===== config.mk =====
export PLATFORM = sky130hd
export DESIGN_NAME = ecube_router_node
export DESIGN_NICKNAME = d
export VERILOG_FILES = /design/src/rtl/ecube_pkg.sv /design/src/rtl/ecube_route_calc.sv /design/src/rtl/ecube_fixed_arb.sv /design/src/rtl/ecube_out_stage.sv /design/src/rtl/ecube_router_node.sv
export SDC_FILE = /design/constraint.sdc
export NUM_CORES = 1
export LEC_CHECK = 0
export ABC_AREA = 1
export CORE_MARGIN = 2
export CORE_UTILIZATION = 46
export CTS_BUF_LIST = sky130_fd_sc_hd__clkbuf_8 sky130_fd_sc_hd__clkbuf_16
export CTS_CLUSTER_DIAMETER = 120
export CTS_CLUSTER_SIZE = 20
export DETAILED_ROUTE_END_ITERATION = 8
export PLACE_DENSITY = 0.79
export SLEW_MARGIN = 15
export SYNTH_ARGS = -nofsm -noshare
export SYNTH_HDL_FRONTEND = slang
export SYNTH_SLANG_ARGS = --single-unit

===== constraint.sdc =====
create_clock -name clk -period 1.61 [get_ports clk]
set_clock_uncertainty 0.05 [all_clocks]
set_input_delay 0.161 -clock clk [delete_from_list [all_inputs] [get_ports clk]]
set_output_delay 0.161 -clock clk [all_outputs]
set_load 0.05 [all_outputs]

===== src/rtl/ecube_pkg.sv =====
package ecube_pkg;

  localparam int PORT_LOCAL = 0;

  // Index of the least significant 1 bit; -1 when the vector is zero.
  function automatic int lowest_set_idx(logic [31:0] v);
    int idx;
    idx = -1;
    for (int k = 31; k >= 0; k--) begin
      if (v[k]) idx = k;
    end
    return idx;
  endfunction

endpackage


===== src/rtl/ecube_route_calc.sv =====
module ecube_route_calc #(
  parameter int DIM = 3,
  parameter logic [DIM-1:0] NODE_ID = '0,
  localparam int NP = DIM + 1
) (
  input  logic [DIM-1:0] dest,
  output logic [NP-1:0]  port_sel
);
  logic [DIM-1:0] diff;
  assign diff = NODE_ID ^ dest;

  always_comb begin
    port_sel = '0;
    port_sel[ecube_pkg::PORT_LOCAL] = (diff == '0);
    for (int k = 0; k < DIM; k++) begin
      // dimension k is taken when bit k differs and no lower bit does
      port_sel[k+1] = diff[k] && ((diff & ((DIM'(1) << k) - DIM'(1))) == '0);
    end
  end
endmodule


===== src/rtl/ecube_fixed_arb.sv =====
module ecube_fixed_arb #(
  parameter int N = 4
) (
  input  logic [N-1:0] req,
  output logic [N-1:0] grant
);
  // isolate the lowest set request bit: lowest index has priority
  assign grant = req & (~req + N'(1));
endmodule


===== src/rtl/ecube_out_stage.sv =====
module ecube_out_stage #(
  parameter int DIM = 3,
  parameter int PW  = 8
) (
  input  logic           clk,
  input  logic           rst_n,
  input  logic           load,
  input  logic [DIM-1:0] ld_dest,
  input  logic [PW-1:0]  ld_data,
  output logic           can_accept,
  output logic           o_valid,
  input  logic           o_ready,
  output logic [DIM-1:0] o_dest,
  output logic [PW-1:0]  o_data
);
  assign can_accept = !o_valid || o_ready;

  always_ff @(posedge clk or negedge rst_n) begin
    if (!rst_n) begin
      o_valid <= 1'b0;
      o_dest  <= '0;
      o_data  <= '0;
    end else begin
      if (can_accept) o_valid <= load;
      if (load) begin
        o_dest <= ld_dest;
        o_data <= ld_data;
      end
    end
  end
endmodule


===== src/rtl/ecube_router_node.sv =====
module ecube_router_node #(
  parameter int DIM = 3,
  parameter logic [DIM-1:0] NODE_ID = 3'b010,
  parameter int PW  = 8,
  localparam int NP = DIM + 1
) (
  input  logic                    clk,
  input  logic                    rst_n,
  input  logic [NP-1:0]           in_valid,
  output logic [NP-1:0]           in_ready,
  input  logic [NP-1:0][DIM-1:0]  in_dest,
  input  logic [NP-1:0][PW-1:0]   in_data,
  output logic [NP-1:0]           out_valid,
  input  logic [NP-1:0]           out_ready,
  output logic [NP-1:0][DIM-1:0]  out_dest,
  output logic [NP-1:0][PW-1:0]   out_data
);
  logic [NP-1:0][NP-1:0] sel_by_in;   // [input][output]
  logic [NP-1:0][NP-1:0] req_by_out;  // [output][input]
  logic [NP-1:0][NP-1:0] gnt_by_out;  // [output][input]
  logic [NP-1:0]         can_accept;
  logic [NP-1:0]         load;
  logic [NP-1:0][DIM-1:0] mux_dest;
  logic [NP-1:0][PW-1:0]  mux_data;

  genvar gi, go;
  generate
    for (gi = 0; gi < NP; gi++) begin : g_route
      ecube_route_calc #(.DIM(DIM), .NODE_ID(NODE_ID)) u_route (
        .dest     (in_dest[gi]),
        .port_sel (sel_by_in[gi])
      );
    end

    for (go = 0; go < NP; go++) begin : g_out
      always_comb begin
        for (int i = 0; i < NP; i++) begin
          req_by_out[go][i] = in_valid[i] && sel_by_in[i][go];
        end
      end

      ecube_fixed_arb #(.N(NP)) u_arb (
        .req   (req_by_out[go]),
        .grant (gnt_by_out[go])
      );

      always_comb begin
        mux_dest[go] = '0;
        mux_data[go] = '0;
        for (int i = 0; i < NP; i++) begin
          if (gnt_by_out[go][i]) begin
            mux_dest[go] = in_dest[i];
            mux_data[go] = in_data[i];
          end
        end
      end

      assign load[go] = (|gnt_by_out[go]) && can_accept[go];

      ecube_out_stage #(.DIM(DIM), .PW(PW)) u_stage (
        .clk        (clk),
        .rst_n      (rst_n),
        .load       (load[go]),
        .ld_dest    (mux_dest[go]),
        .ld_data    (mux_data[go]),
        .can_accept (can_accept[go]),
        .o_valid    (out_valid[go]),
        .o_ready    (out_ready[go]),
        .o_dest     (out_dest[go]),
        .o_data     (out_data[go])
      );
    end
  endgenerate

  always_comb begin
    for (int i = 0; i < NP; i++) begin
      in_ready[i] = 1'b0;
      for (int o = 0; o < NP; o++) begin
        if (gnt_by_out[o][i] && can_accept[o]) in_ready[i] = 1'b1;
      end
    end
  end
endmodule


# Word-level counts from Yosys, hierarchy flattened
# Index checks and enable logic that the tools add are counted.
dict set report op_classes {
  n_addsub 4
  n_mul 0
  div 0
  order_cmp 0
  eq_ne 0
  shifts 0
  n_mux 48
  bitwise 12
  reduce_logical 68
}
# op count
set ops {}
lappend ops {{2-to-1 mux 8 bit} 16}
lappend ops {{2-to-1 mux 3 bit} 16}
lappend ops {{logical AND 1 bit} 44}
lappend ops {{zero test 3 bit} 12}
lappend ops {{adder 4 x 1 -> 4 bit, second input constant} 4}
lappend ops {{AND 4 bit} 4}
lappend ops {{2-to-1 mux 1 bit} 16}
lappend ops {{inverter 4 bit} 4}
lappend ops {{OR reduction 4 bit} 4}
lappend ops {{zero test 1 bit} 4}
lappend ops {{logical OR 1 bit} 4}
lappend ops {{inverter 1 bit} 4}
dict set report word_totals {
  ff_bits 48
  latch_bits 0
  ramBits 0
  romBits 0
  input_bits 54
  out_inout_bits 52
  memories 0
}

# Longest topological paths before layout
# Gate-level depths: netlist of run 1.
dict set report depth {
  ltp_word 11
  depth_mapped 11
}

# Modules after synthesis
# Synthesis of run 1 repeated with hierarchy kept, for this count alone.
dict set report hier_totals {
  hier_cells 684
  area_unflattened_um2 3958.8
}
# mod instances cells_each area_each_um2 seq_area_each_um2
set modules_own_cells {}
lappend modules_own_cells {ecube_router_node 1 416 1856.8 0.0}
lappend modules_own_cells {ecube_out_stage 4 51 457.9 300.3}
lappend modules_own_cells {ecube_fixed_arb 4 9 37.5 0.0}
lappend modules_own_cells {ecube_route_calc 4 7 30.0 0.0}

# Worst setup path before layout of run 1
# Ideal clock, no wire load.
dict set report synth_path {
  kind {register -> output}
  start {register g_out[2].u_stage.o_valid}
  end {output in_ready[0]}
  t_arrival_ns 1.537
  required_ns 1.399
  path_slack_ns -0.138
  path_stages_with_launch 4
  n_path_buf 0
  cell_sequence {dfrtp_1 -> inv_1 -> nor2_1 -> o21ai_0}
}
dict set report synth_between {
  elab_chain_cells 5
}
# element line
set synth_lines {}
lappend synth_lines {{start: declaration} ecube_out_stage.sv:11} ;# output logic o_valid,
lappend synth_lines {{start signal: assignment} ecube_out_stage.sv:24} ;# if (can_accept) o_valid <= load;
lappend synth_lines {{zero test 1 bit} ecube_out_stage.sv:16} ;# assign can_accept = !o_valid || o_ready;
lappend synth_lines {{logical OR 1 bit} ecube_out_stage.sv:16}
lappend synth_lines {{logical AND 1 bit} ecube_router_node.sv:79} ;# if (gnt_by_out[o][i] && can_accept[o]) in_ready[i] = 1'b1;
lappend synth_lines {{2-to-1 mux 1 bit (2 in series)} ecube_router_node.sv:79}
lappend synth_lines {{end: declaration} ecube_router_node.sv:10} ;# output logic [NP-1:0] in_ready,
# Every way passes these cells.

# Final worst setup path of run 1
dict set report layout_path {
  start {register g_out[1].u_stage.o_valid}
  end {output in_ready[3]}
}
dict set report layout_between {
  elab_chain_cells 6
}
# element line
set layout_lines {}
lappend layout_lines {{start: declaration} ecube_out_stage.sv:11}
lappend layout_lines {{start signal: assignment} ecube_out_stage.sv:24}
lappend layout_lines {{zero test 1 bit} ecube_out_stage.sv:16}
lappend layout_lines {{logical OR 1 bit} ecube_out_stage.sv:16}
lappend layout_lines {{logical AND 1 bit} ecube_router_node.sv:79}
lappend layout_lines {{2-to-1 mux 1 bit (3 in series)} ecube_router_node.sv:79}
# Every way passes these cells.

==> results_dict.tcl, run 1 <==
set metrics [dict create \
    synth.distinct_cells 26 \
    route.detailed.drc 0 \
    drive_above_1_share 0.284 \
    critical_path.startpoint_type "flop" \
    core_footprint_mm2 0.00725 \
    vias_in_the_first_global_route 4132 \
    wire_per_inst_um 16.9 \
    worst-slew-pin-transition_ps 391 \
    cts_tree "done" \
    layout.cells.most_common "nand2_1" \
    synth_enable_flop_cells 0 \
    period_share 1.06 \
    track_usage 0.322 \
    numCtsBuffers 5 \
    synth_fp_nets 581 \
    avgSynthCellArea_um2 6.56 \
    failing_checks "setup timing" \
    worstSetupEndpointType "output pin" \
    status "finished with violations" \
    synthArstFlopShare 1.00 \
    clock_input_transition_at_the_sequential_cells_of_the_worst_setup_and_hold_paths_ps 90 \
    global_route_wire_length_before_repair_mm 20.8 \
    achievable_clock_frequency_ghz 0.585 \
    peakVddDrop_mv 0.517 \
    ioPinCount 106 \
    grt_setup_unrepaired "true" \
    critical_path.max_stage_delay_ps 390 \
    cp_max_fo 4 \
    number_of_antenna_violations_at_the_first_check_in_global_routing 0 \
    initialDrtViolationCount 377 \
    timing.critical_path.slowest_stage_cell "dfrtp_1" \
    worstHoldPathType "in -> async" \
    die_h_um 90.7 \
    synth-warning-count 0 \
    synth_cells 527 \
    synth-seq-cells 48 \
    clk_root_buffer_cell "clkbuf_8" \
    pin_count_of_the_biggest_net_entering_global_routing 20 \
    finish.cell_count_without_fillers 796 \
    crit_startpoint "g_out[1].u_stage.o_valid" \
    antenna_cells 0 \
    cp.required_ps 1400 \
    die_x_um 90.7 \
    grt_overflow_total 0 \
    worst_hold_slack_ps 230 \
    dp.final_hpwl_mm 10.2 \
    synth-seq-area-share 0.348 \
    max_cap_viol_count 0 \
    vias 4375 \
    place.gp.congestion 0.945 \
    area.growth.synth_to_final_pct 51.8 \
    cts.sinks 48 \
    critical_r2r_launch "g_out[0].u_stage.o_valid" \
    critPathArrivalTime_ps 1500 \
    timing.final.hold_violations 0 \
    relSlewSlack 0.739 \
    number_of_max_slew_violations_in_the_final_report 0 \
    dr.pass1.iters 5 \
    drt-vias-per-instance 5.50 \
    post_synth_instance_area_mm2 0.00346 \
    critical_path_class "reg -> out" \
    antenna_violation_net_count_after_detailed_routing 0 \
    final_critical_path_setup_slack_ps -99.3 \
    port-buffer-count 105 \
    path_delay_family "buffers and inverters" \
    wl_mm 13.4 \
    cts-htree-levels 2 \
    pwr_density_cell_mw_per_mm2 817 \
    final.min_clock_period_ps 1710 \
    power.total_w 0.00429 \
    timing.critical_path.cells "inv_1 > nor2_4 > inv_1 > nand3_1 > nand4_1 > buf_6" \
    cell_type_with_the_highest_occurrence_count_on_the_critical_path "inv_1" \
    finalSetupViolCount 3 \
    rows 31 \
    layout_common_cells "nand2_1, buf_4, nand3_1, inv_1, dfrtp_1" \
    floorplan.initialDensity 0.476 \
    place.detailed.instances 772 \
    place_ws_ps -287 \
    clk_path_buf_depth 2 \
    fillers 604 \
    worst_skew_pair.late_latency_ps 320 \
    utilization 0.723 \
    design.die.area_mm2 0.00822 \
    top_reg_cell_synth "dfrtp_1" \
    critPathBufInv 3 \
    power_leakage_nw 2.82 \
    num-nets-final 750 \
]
==> area by class of cell <==
type | count | area (um2) | share of cell area
inverter | 67 | 253 | 0.0482
tap | 99 | 124 | 0.0236
sequential | 48 | 1200 | 0.229
clock buffer | 5 | 68.8 | 0.0131
timing repair buffer | 184 | 1580 | 0.301
multi-input combinational | 390 | 1970 | 0.376
clock inverter | 3 | 46.3 | 0.00882
==> sequential cells by signal, summed over array words and instances (netlist names) <==
signal	flops
g_out.u_stage.o_data	32
g_out.u_stage.o_dest	12
g_out.u_stage.o_valid	4
==> final timing paths <==
check	slack [ps]	to	depth (start not counted)
min in group clk	360	g_out[3].u_stage.o_valid	5
setup reg to reg	90	g_out[0].u_stage.o_data[1]	10
setup / recovery	-100	in_ready[3]	6
hold reg to reg	440	g_out[3].u_stage.o_data[3]	2
max in group asynchronous	690	g_out[0].u_stage.o_data[0]	3
hold / removal	230	g_out[2].u_stage.o_dest[2]	2
==> Yosys cell counts, types with 3 or more instances <==
library cell | n | area, um2
nand3_1 | 102 | 510
buf_2 | 9 | 45.0
nand4_1 | 29 | 181
buf_4 | 9 | 67.6
nor2_4 | 4 | 45.0
inv_2 | 8 | 30.0
dfrtp_1 | 48 | 1200
o21ai_0 | 9 | 45.0
or2_1 | 3 | 18.8
nand2_2 | 5 | 31.3
nand2_1 | 188 | 706
nor2_2 | 6 | 37.5
nor2_8 | 4 | 80.1
inv_1 | 57 | 214
nor2_1 | 27 | 101
==> logic make-up (layout without fill, tap and decap cells) <==
kind of cell           count (synthesis)  after routing  share of synthesized area
and+or+nand+nor                      372            372                      0.507
DFF                                   48             48                      0.348
buffers and inverters                 89            259                      0.114
AOI/OAI and AO/OA                     18             18                     0.0311
==> power breakdown <==
part	total [W]	internal (W)	switching, W	leakage (nW)
clock network	0.000933	0.000469	0.000464	0.0548
registers	0.00145	0.00136	0.0000884	0.617
logic	0.00191	0.000648	0.00126	2.14
total	0.00429	0.00248	0.00181	2.82
==> worst register-to-register path, delay by kind of cell, from the launching register on <==
kind,cells,cell delay (ps)
flip-flops,1,400
buffers and inverters,5,630
AND/OR/NAND/NOR,5,380
==> stage by stage <==
stage               TNS [ps]  cell area (um2)
floorplan                  0             3460
global placement      -10170             4880
detailed placement    -11530             4880
CTS                     -193             5160
global route            -380             5250
finish                  -192             5250
==> repair_timing <==
| action | 4_1_cts | 5_1_grt |
|---|---|---|
| cloned | 0 | 1 |
| resized for setup | 29 | 24 |
| endpoints found under the setup margin | 4 | 14 |
| buffers inserted | 12 | 2 |
| endpoints found under the hold margin | 17 | 0 |
| pin swaps | 12 | 6 |
| hold buffers | 1 | 0 |
==> layer usage <==
layer  track usage  share of wire  routed length (um)  vias up
met3        0.0735          0.088                1180       57
met4         0.140          0.045                 605        2
met2         0.521           0.46                6110      257
met5        0.0321         0.0023                  31        -
li1              -              -                   -     2033
met1         0.411           0.41                5500     2026
(Power assumes the default switching activity.)
==> run 2: changes to the inputs <==
- CORE_UTILIZATION: 46 -> 48
- CTS_BUF_LIST: sky130_fd_sc_hd__clkbuf_8 sky130_fd_sc_hd__clkbuf_16 -> unset
- PLACE_DENSITY: 0.79 -> 0.82
==> run 2 against run 1 <==
  * The run still ends with setup timing left
  * Hold slack gained 23 ps
  * Sequential share of layout area barely moved
  * Non-clock buffer count decreased by 6
  * Power about the same
  * Cell area is 0.14% lower
  * Worst setup slack better by 48 ps
  * Largest power group unchanged
  * Highest routed layer is now met4
==> results_dict.tcl, run 2 (same netlist as run 1, synthesis figures left out) <==
set metrics [dict create \
    status "finished with violations" \
    failing_checks "setup timing" \
    ff2ff_setup_slack_ps 300 \
    worst-slew-pin-transition_ps 447 \
    cts_tree "done" \
    clock_input_transition_at_the_sequential_cells_of_the_worst_setup_and_hold_paths_ps 90 \
    utilization 0.763 \
    num-nets-final 744 \
    pin_count_of_the_biggest_net_entering_global_routing 23 \
    drive_above_1_share 0.287 \
    peakVddDrop_mv 0.553 \
    drt-vias-per-instance 5.45 \
    finalSetupViolCount 4 \
    crit_end "in_ready[0]" \
    route.detailed.drc 0 \
    vias 4292 \
    design.die.area_mm2 0.00789 \
    biggestRegsByFlops "g_out.u_stage.o_data x32, g_out.u_stage.o_dest x12, g_out.u_stage.o_valid x4" \
    placement.cell_area_mm2 0.00487 \
    initialDrtViolationCount 476 \
    worst-path-stages 7 \
    dp.final_hpwl_mm 10.1 \
    final.min_clock_period_ps 1660 \
    critical_r2r_launch "g_out[0].u_stage.o_valid" \
    worstHoldPathType "in -> reg" \
    floorplan.initialDensity 0.503 \
    wire_per_inst_um 17.2 \
    pwr_density_cell_mw_per_mm2 818 \
    cts-htree-levels 2 \
    port-buffer-count 105 \
    ioPinCount 106 \
    area.growth.synth_to_final_pct 51.6 \
    clk_root_buffer_cell "clkbuf_8" \
    antenna_cells 0 \
    critPathArrivalTime_ps 1450 \
    power_leakage_nw 2.83 \
    final_critical_path_setup_slack_ps -51.7 \
    timing.critical_path.cells "inv_2 > nor2_4 > buf_6 > o21ai_2 > a21oi_2 > o21ai_2 > buf_12" \
    core_footprint_mm2 0.00687 \
    relSlewSlack 0.702 \
    max_cap_viol_count 0 \
    power.total_w 0.00428 \
    number_of_max_slew_violations_in_the_final_report 0 \
    die_h_um 88.9 \
    achievable_clock_frequency_ghz 0.602 \
    timing.critical_path.slowest_stage_cell "dfrtp_1" \
    layout.cells.most_common "nand2_1" \
    max_flop_register "g_out.u_stage.o_data" \
    fillers 541 \
    crit_startpoint "g_out[1].u_stage.o_valid" \
    vias_in_the_first_global_route 4083 \
    place.gp.congestion 1.04 \
    numCtsBuffers 5 \
    timing.final.hold_violations 0 \
    largest_reg_flops 32 \
    track_usage 0.346 \
    clk_path_buf_depth 2 \
    worst_hold_slack_ps 253 \
    rows 30 \
    number_of_antenna_violations_at_the_first_check_in_global_routing 0 \
    path_delay_family "flip-flops" \
    cts.sinks 48 \
    cp.required_ps 1400 \
    cp_max_fo 2 \
    grt_overflow_total 0 \
    critical_path_class "reg -> out" \
    worst_skew_pair.late_latency_ps 310 \
    layout_common_cells "nand2_1, buf_4, nand3_1, inv_1, dfrtp_1" \
    critical_path.startpoint_type "flop" \
    cell_type_with_the_highest_occurrence_count_on_the_critical_path "o21ai_2" \
    critical_path.max_stage_delay_ps 410 \
    cell_area_after_layout_mm2 0.00524 \
    dr.pass1.iters 7 \
    wl_mm 13.5 \
    grt_setup_unrepaired "true" \
    sum_neg_setup_slack_ps -132 \
    reg2reg_depth 9 \
    reg_to_reg_endpoint "g_out[0].u_stage.o_data[2]" \
    critPathBufInv 3 \
    antenna_violation_net_count_after_detailed_routing 0 \
    die_x_um 88.9 \
    period_share 1.03 \
    worstSetupEndpointType "output pin" \
    global_route_wire_length_before_repair_mm 20.6 \
]
## run 2: timing repair
| item | in CTS | in global routing |
|---|---|---|
| gates resized for setup | 30 | 31 |
| hold buffers | 1 | 0 |
| buffers inserted | 9 | 1 |
| pin swaps | 11 | 9 |
| endpoints found under the setup margin | 5 | 14 |
| cloned | 0 | 0 |
| hold endpoints to repair | 20 | 0 |
## run 2: worst min path at each step
stage	from	endpoint	slack, ps	cells after the start
floorplan	rst_n	g_out[0].u_stage.o_data[0]	-180	0
global placement	rst_n	g_out[2].u_stage.o_valid	80	1
detailed placement	rst_n	g_out[2].u_stage.o_dest[2]	80	1
CTS	rst_n	g_out[2].u_stage.o_data[2]	280	2
global route	in_dest[11]	g_out[2].u_stage.o_dest[2]	300	5
finish	in_dest[11]	g_out[2].u_stage.o_dest[2]	250	5
## run 2: layer usage
metal	wire length, um	share of wire	vias up	track usage
met1	5350	0.40	1938	0.446
met3	1360	0.10	55	0.0588
met5	0	0	-	0
met4	641	0.047	0	0.157
met2	6160	0.46	286	0.565
li1	-	-	2013	-
## run 2: report_power, final
group | internal [W] | switching, W
combinational | 0.000644 | 0.00127
clock | 0.000469 | 0.000449
sequential | 0.00136 | 0.0000928
## run 2: area by class of cell
class,instances,area [um2],share of cell area
multi-input cells,390,1990,0.380
inverters,67,256,0.0489
repair buffers,178,1550,0.297
clock buffers,5,68.8,0.0131
flip-flops and latches,48,1200,0.229
well taps,96,120,0.0229
clock inverters,3,46.3,0.00883
## run 2: tightest hold or removal path, delay by kind of cell
kind | cells | cell delay, ps
simple gates | 4 | 250
buf+inv | 1 | 160
## run 2: through the flow
stage,setup slack [ps],cells
4_1_cts,-60.6,786
6_report,-51.7,787
2_1_floorplan,35.4,527
3_3_place_gp,-287,768
3_5_place_dp,-340,768
5_1_grt,-120,787
==> run 3: changes to the inputs <==
- CORE_UTILIZATION: 48 -> 50
- SYNTH_HIERARCHICAL: unset -> 1
==> run 3 against run 2 <==
  * The run now ends clean
  * Hold slack improved by 64 ps
  * First-iteration DRC count fell by 22%
  * Via count rose by 16%
  * Area after synthesis rose by 15%
  * Combinational power rose by 23%
  * Synthesized cell count rose by 30%
  * Global-route usage fell by 0.94 points
  * Cell area rose by 8.0%
  * Die area rose by 9.5%
  * Register-to-register slack improved by 70 ps
  * Critical endpoint is now in_ready[3]
  * Worst setup slack improved by 120 ps
==> results_dict.tcl, run 3 <==
set metrics [dict create \
    status "finished clean" \
    cts_tree "done" \
    synthArstFlopShare 1.00 \
    synth_enable_flop_cells 0 \
    layout_common_cells "nand2_1, buf_4, a21oi_1, dfrtp_1, nand3_1" \
    achievable_clock_frequency_ghz 0.647 \
    synth_top_cell_by_area "nand2_1" \
    clock_input_transition_at_the_sequential_cells_of_the_worst_setup_and_hold_paths_ps 90 \
    largest_reg_flops 32 \
    clk_path_buf_depth 2 \
    antenna_cells 0 \
    clk_root_buffer_cell "clkbuf_8" \
    ioPinCount 106 \
    worst_skew_pair.late_latency_ps 310 \
    initialDrtViolationCount 369 \
    peakVddDrop_mv 0.725 \
    period_share 0.960 \
    max_flop_register "g_out.u_stage/o_data" \
    drt-vias-per-instance 5.30 \
    avgSynthCellArea_um2 5.79 \
    power.total_w 0.00481 \
    dr.pass1.iters 5 \
    synth_cell_count_leaders "nand2_1, a21oi_1, dfrtp_1, inv_1, nand3_1" \
    die_h_um 93.0 \
    synth-seq-cells 48 \
    port-buffer-count 105 \
    crit_startpoint "in_dest[0]" \
    max_cap_viol_count 0 \
    grt.met3_usage 0.0451 \
    worst-slew-pin-transition_ps 501 \
    top_reg_cell_synth "dfrtp_1" \
    cts-htree-levels 2 \
    synth-warning-count 6 \
    pin_count_of_the_biggest_net_entering_global_routing 49 \
    final_critical_path_setup_slack_ps 64.8 \
    post_synth_instance_area_mm2 0.00396 \
    area.growth.synth_to_final_pct 42.9 \
    place.gp.congestion 0.955 \
    dp.final_hpwl_mm 10.8 \
    global_route_wire_length_before_repair_mm 22.6 \
    cell_area_after_layout_mm2 0.00566 \
    final.min_clock_period_ps 1550 \
    critical_r2r_launch "g_out[0].u_stage/o_valid" \
    synth_fp_nets 738 \
    pwr_density_cell_mw_per_mm2 850 \
    critical_path_class "in -> out" \
    wl_mm 14.4 \
    number_of_antenna_violations_at_the_first_check_in_global_routing 0 \
    place.detailed.instances 913 \
    top_usage_layer "met2" \
    vias 4990 \
    finalSetupViolCount 0 \
    worstSetupEndpointType "output pin" \
    global_route.usage.met1 0.437 \
    antenna_violation_net_count_after_detailed_routing 0 \
    vias_in_the_first_global_route 4663 \
    cp_max_fo 4 \
    floorplan.initialDensity 0.515 \
    track_usage 0.337 \
    wire_per_inst_um 15.3 \
    finish.cell_count_without_fillers 941 \
    worstHoldPathType "in -> async" \
    timing.final.hold_violations 0 \
    num-nets-final 892 \
    met2_capacity_usage_during_global_routing 0.569 \
    cts.sinks 48 \
    rows 32 \
    cp.required_ps 1400 \
    ys_top_cells_by_area "nand2_1, dfrtp_1, a21oi_1, nand3_1, inv_1" \
    numCtsBuffers 5 \
    drive_above_1_share 0.250 \
    design.die.area_mm2 0.00865 \
    sum_neg_setup_slack_ps 0 \
    layout.cells.most_common "nand2_1" \
    core_footprint_mm2 0.00769 \
    route.detailed.drc 0 \
    place_ws_ps -511 \
    synth-seq-area-share 0.303 \
    power_leakage_nw 3.28 \
    yosys.area.top_type_share 0.342 \
    critPathArrivalTime_ps 1330 \
    yosys.cell_count.top_type "nand2_1" \
    biggestRegsByFlops "g_out.u_stage/o_data x32, g_out.u_stage/o_dest x12, g_out.u_stage/o_valid x4" \
    synth.distinct_cells 14 \
    critical_path.startpoint_type "input port" \
    synth_cells 684 \
    placement.cell_area_mm2 0.00527 \
    number_of_max_slew_violations_in_the_final_report 0 \
    die_x_um 93.0 \
    relSlewSlack 0.666 \
    grt_overflow_total 0 \
]
==> run 3: cell count changes in the layout (fill, tap and decap cells not counted), sizes merged, moves of 4 or more <==
cell,before,now
nand2,195,361
a21oi,1,89
nand3,102,44
nand4,30,4
buf,125,140
o21ai,13,0
clkbuf,5,14
nor2,41,32
dlygate4sd2,7,1
dlymetal6s2s,6,0
inv,66,61
or2,4,0
==> run 3: area by class of cell <==
class / instances / area [um2]
clock buffers: 5 / 68.8
inverters: 60 / 225
clock inverters: 3 / 46.3
repair buffers: 190 / 1660
flip-flops and latches: 48 / 1200
well taps: 102 / 128
fillers: 669 / 2030
multi-input cells: 533 / 2320
==> run 3: repair_timing <==
| action | 4_1_cts | 5_1_grt |
|---|---|---|
| endpoints found under the setup margin | 50 | 15 |
| gates cloned | 1 | 1 |
| endpoints found under the hold margin | 48 | 0 |
| pin swaps | 18 | 19 |
| hold buffers | 1 | 0 |
| setup buffers | 15 | 6 |
| resized for setup | 77 | 27 |
==> run 3: worst max-delay path, cell delays in order <==
cell	delay [ps]
buf_2	120
inv_2	40
nand2_1	50
nor2_1	110
nand2_1	70
inv_2	100
inv_2	50
nand2_4	100
nor2_4	50
nand2_1	70
nand4_1	190
buf_12	210
==> run 3: power breakdown <==
group	total (W)	switching, W	internal, W
clock network	0.000898	0.000430	0.000468
registers	0.00154	0.000126	0.00142
logic	0.00237	0.00158	0.000783
==> run 3: final timing paths <==
path | to | slack (ps) | cells after the start
setup / recovery | in_ready[3] | 60 | 12
hold / removal | g_out[2].u_stage/o_data[0] | 320 | 3
setup reg to reg | g_out[0].u_stage/o_dest[1] | 370 | 6
hold reg to reg | g_out[2].u_stage/o_data[1] | 430 | 2
max in group asynchronous | g_out[3].u_stage/o_data[1] | 960 | 3
min in group clk | g_out[2].u_stage/o_dest[0] | 370 | 8
==> run 3: stage by stage <==
stage	hold slack, ps	utilization
2_1_floorplan	-185	-
3_3_place_gp	103	0.686
3_5_place_dp	111	0.686
4_1_cts	316	0.726
5_1_grt	338	0.736
6_report	317	0.736
==> run 3: cells by family (layout without fill, tap and decap cells) <==
kind of cell | Yosys count | after routing | synth area share
flops | 48 | 48 | 0.303
compound gates | 92 | 92 | 0.119
buf+inv | 104 | 258 | 0.144
simple gates | 440 | 441 | 0.434
==> run 3: metal layers <==
metal,up-vias,share of wire
li1,2415,-
met1,2242,0.42
met2,275,0.47
met3,58,0.069
met4,0,0.043
met5,-,0
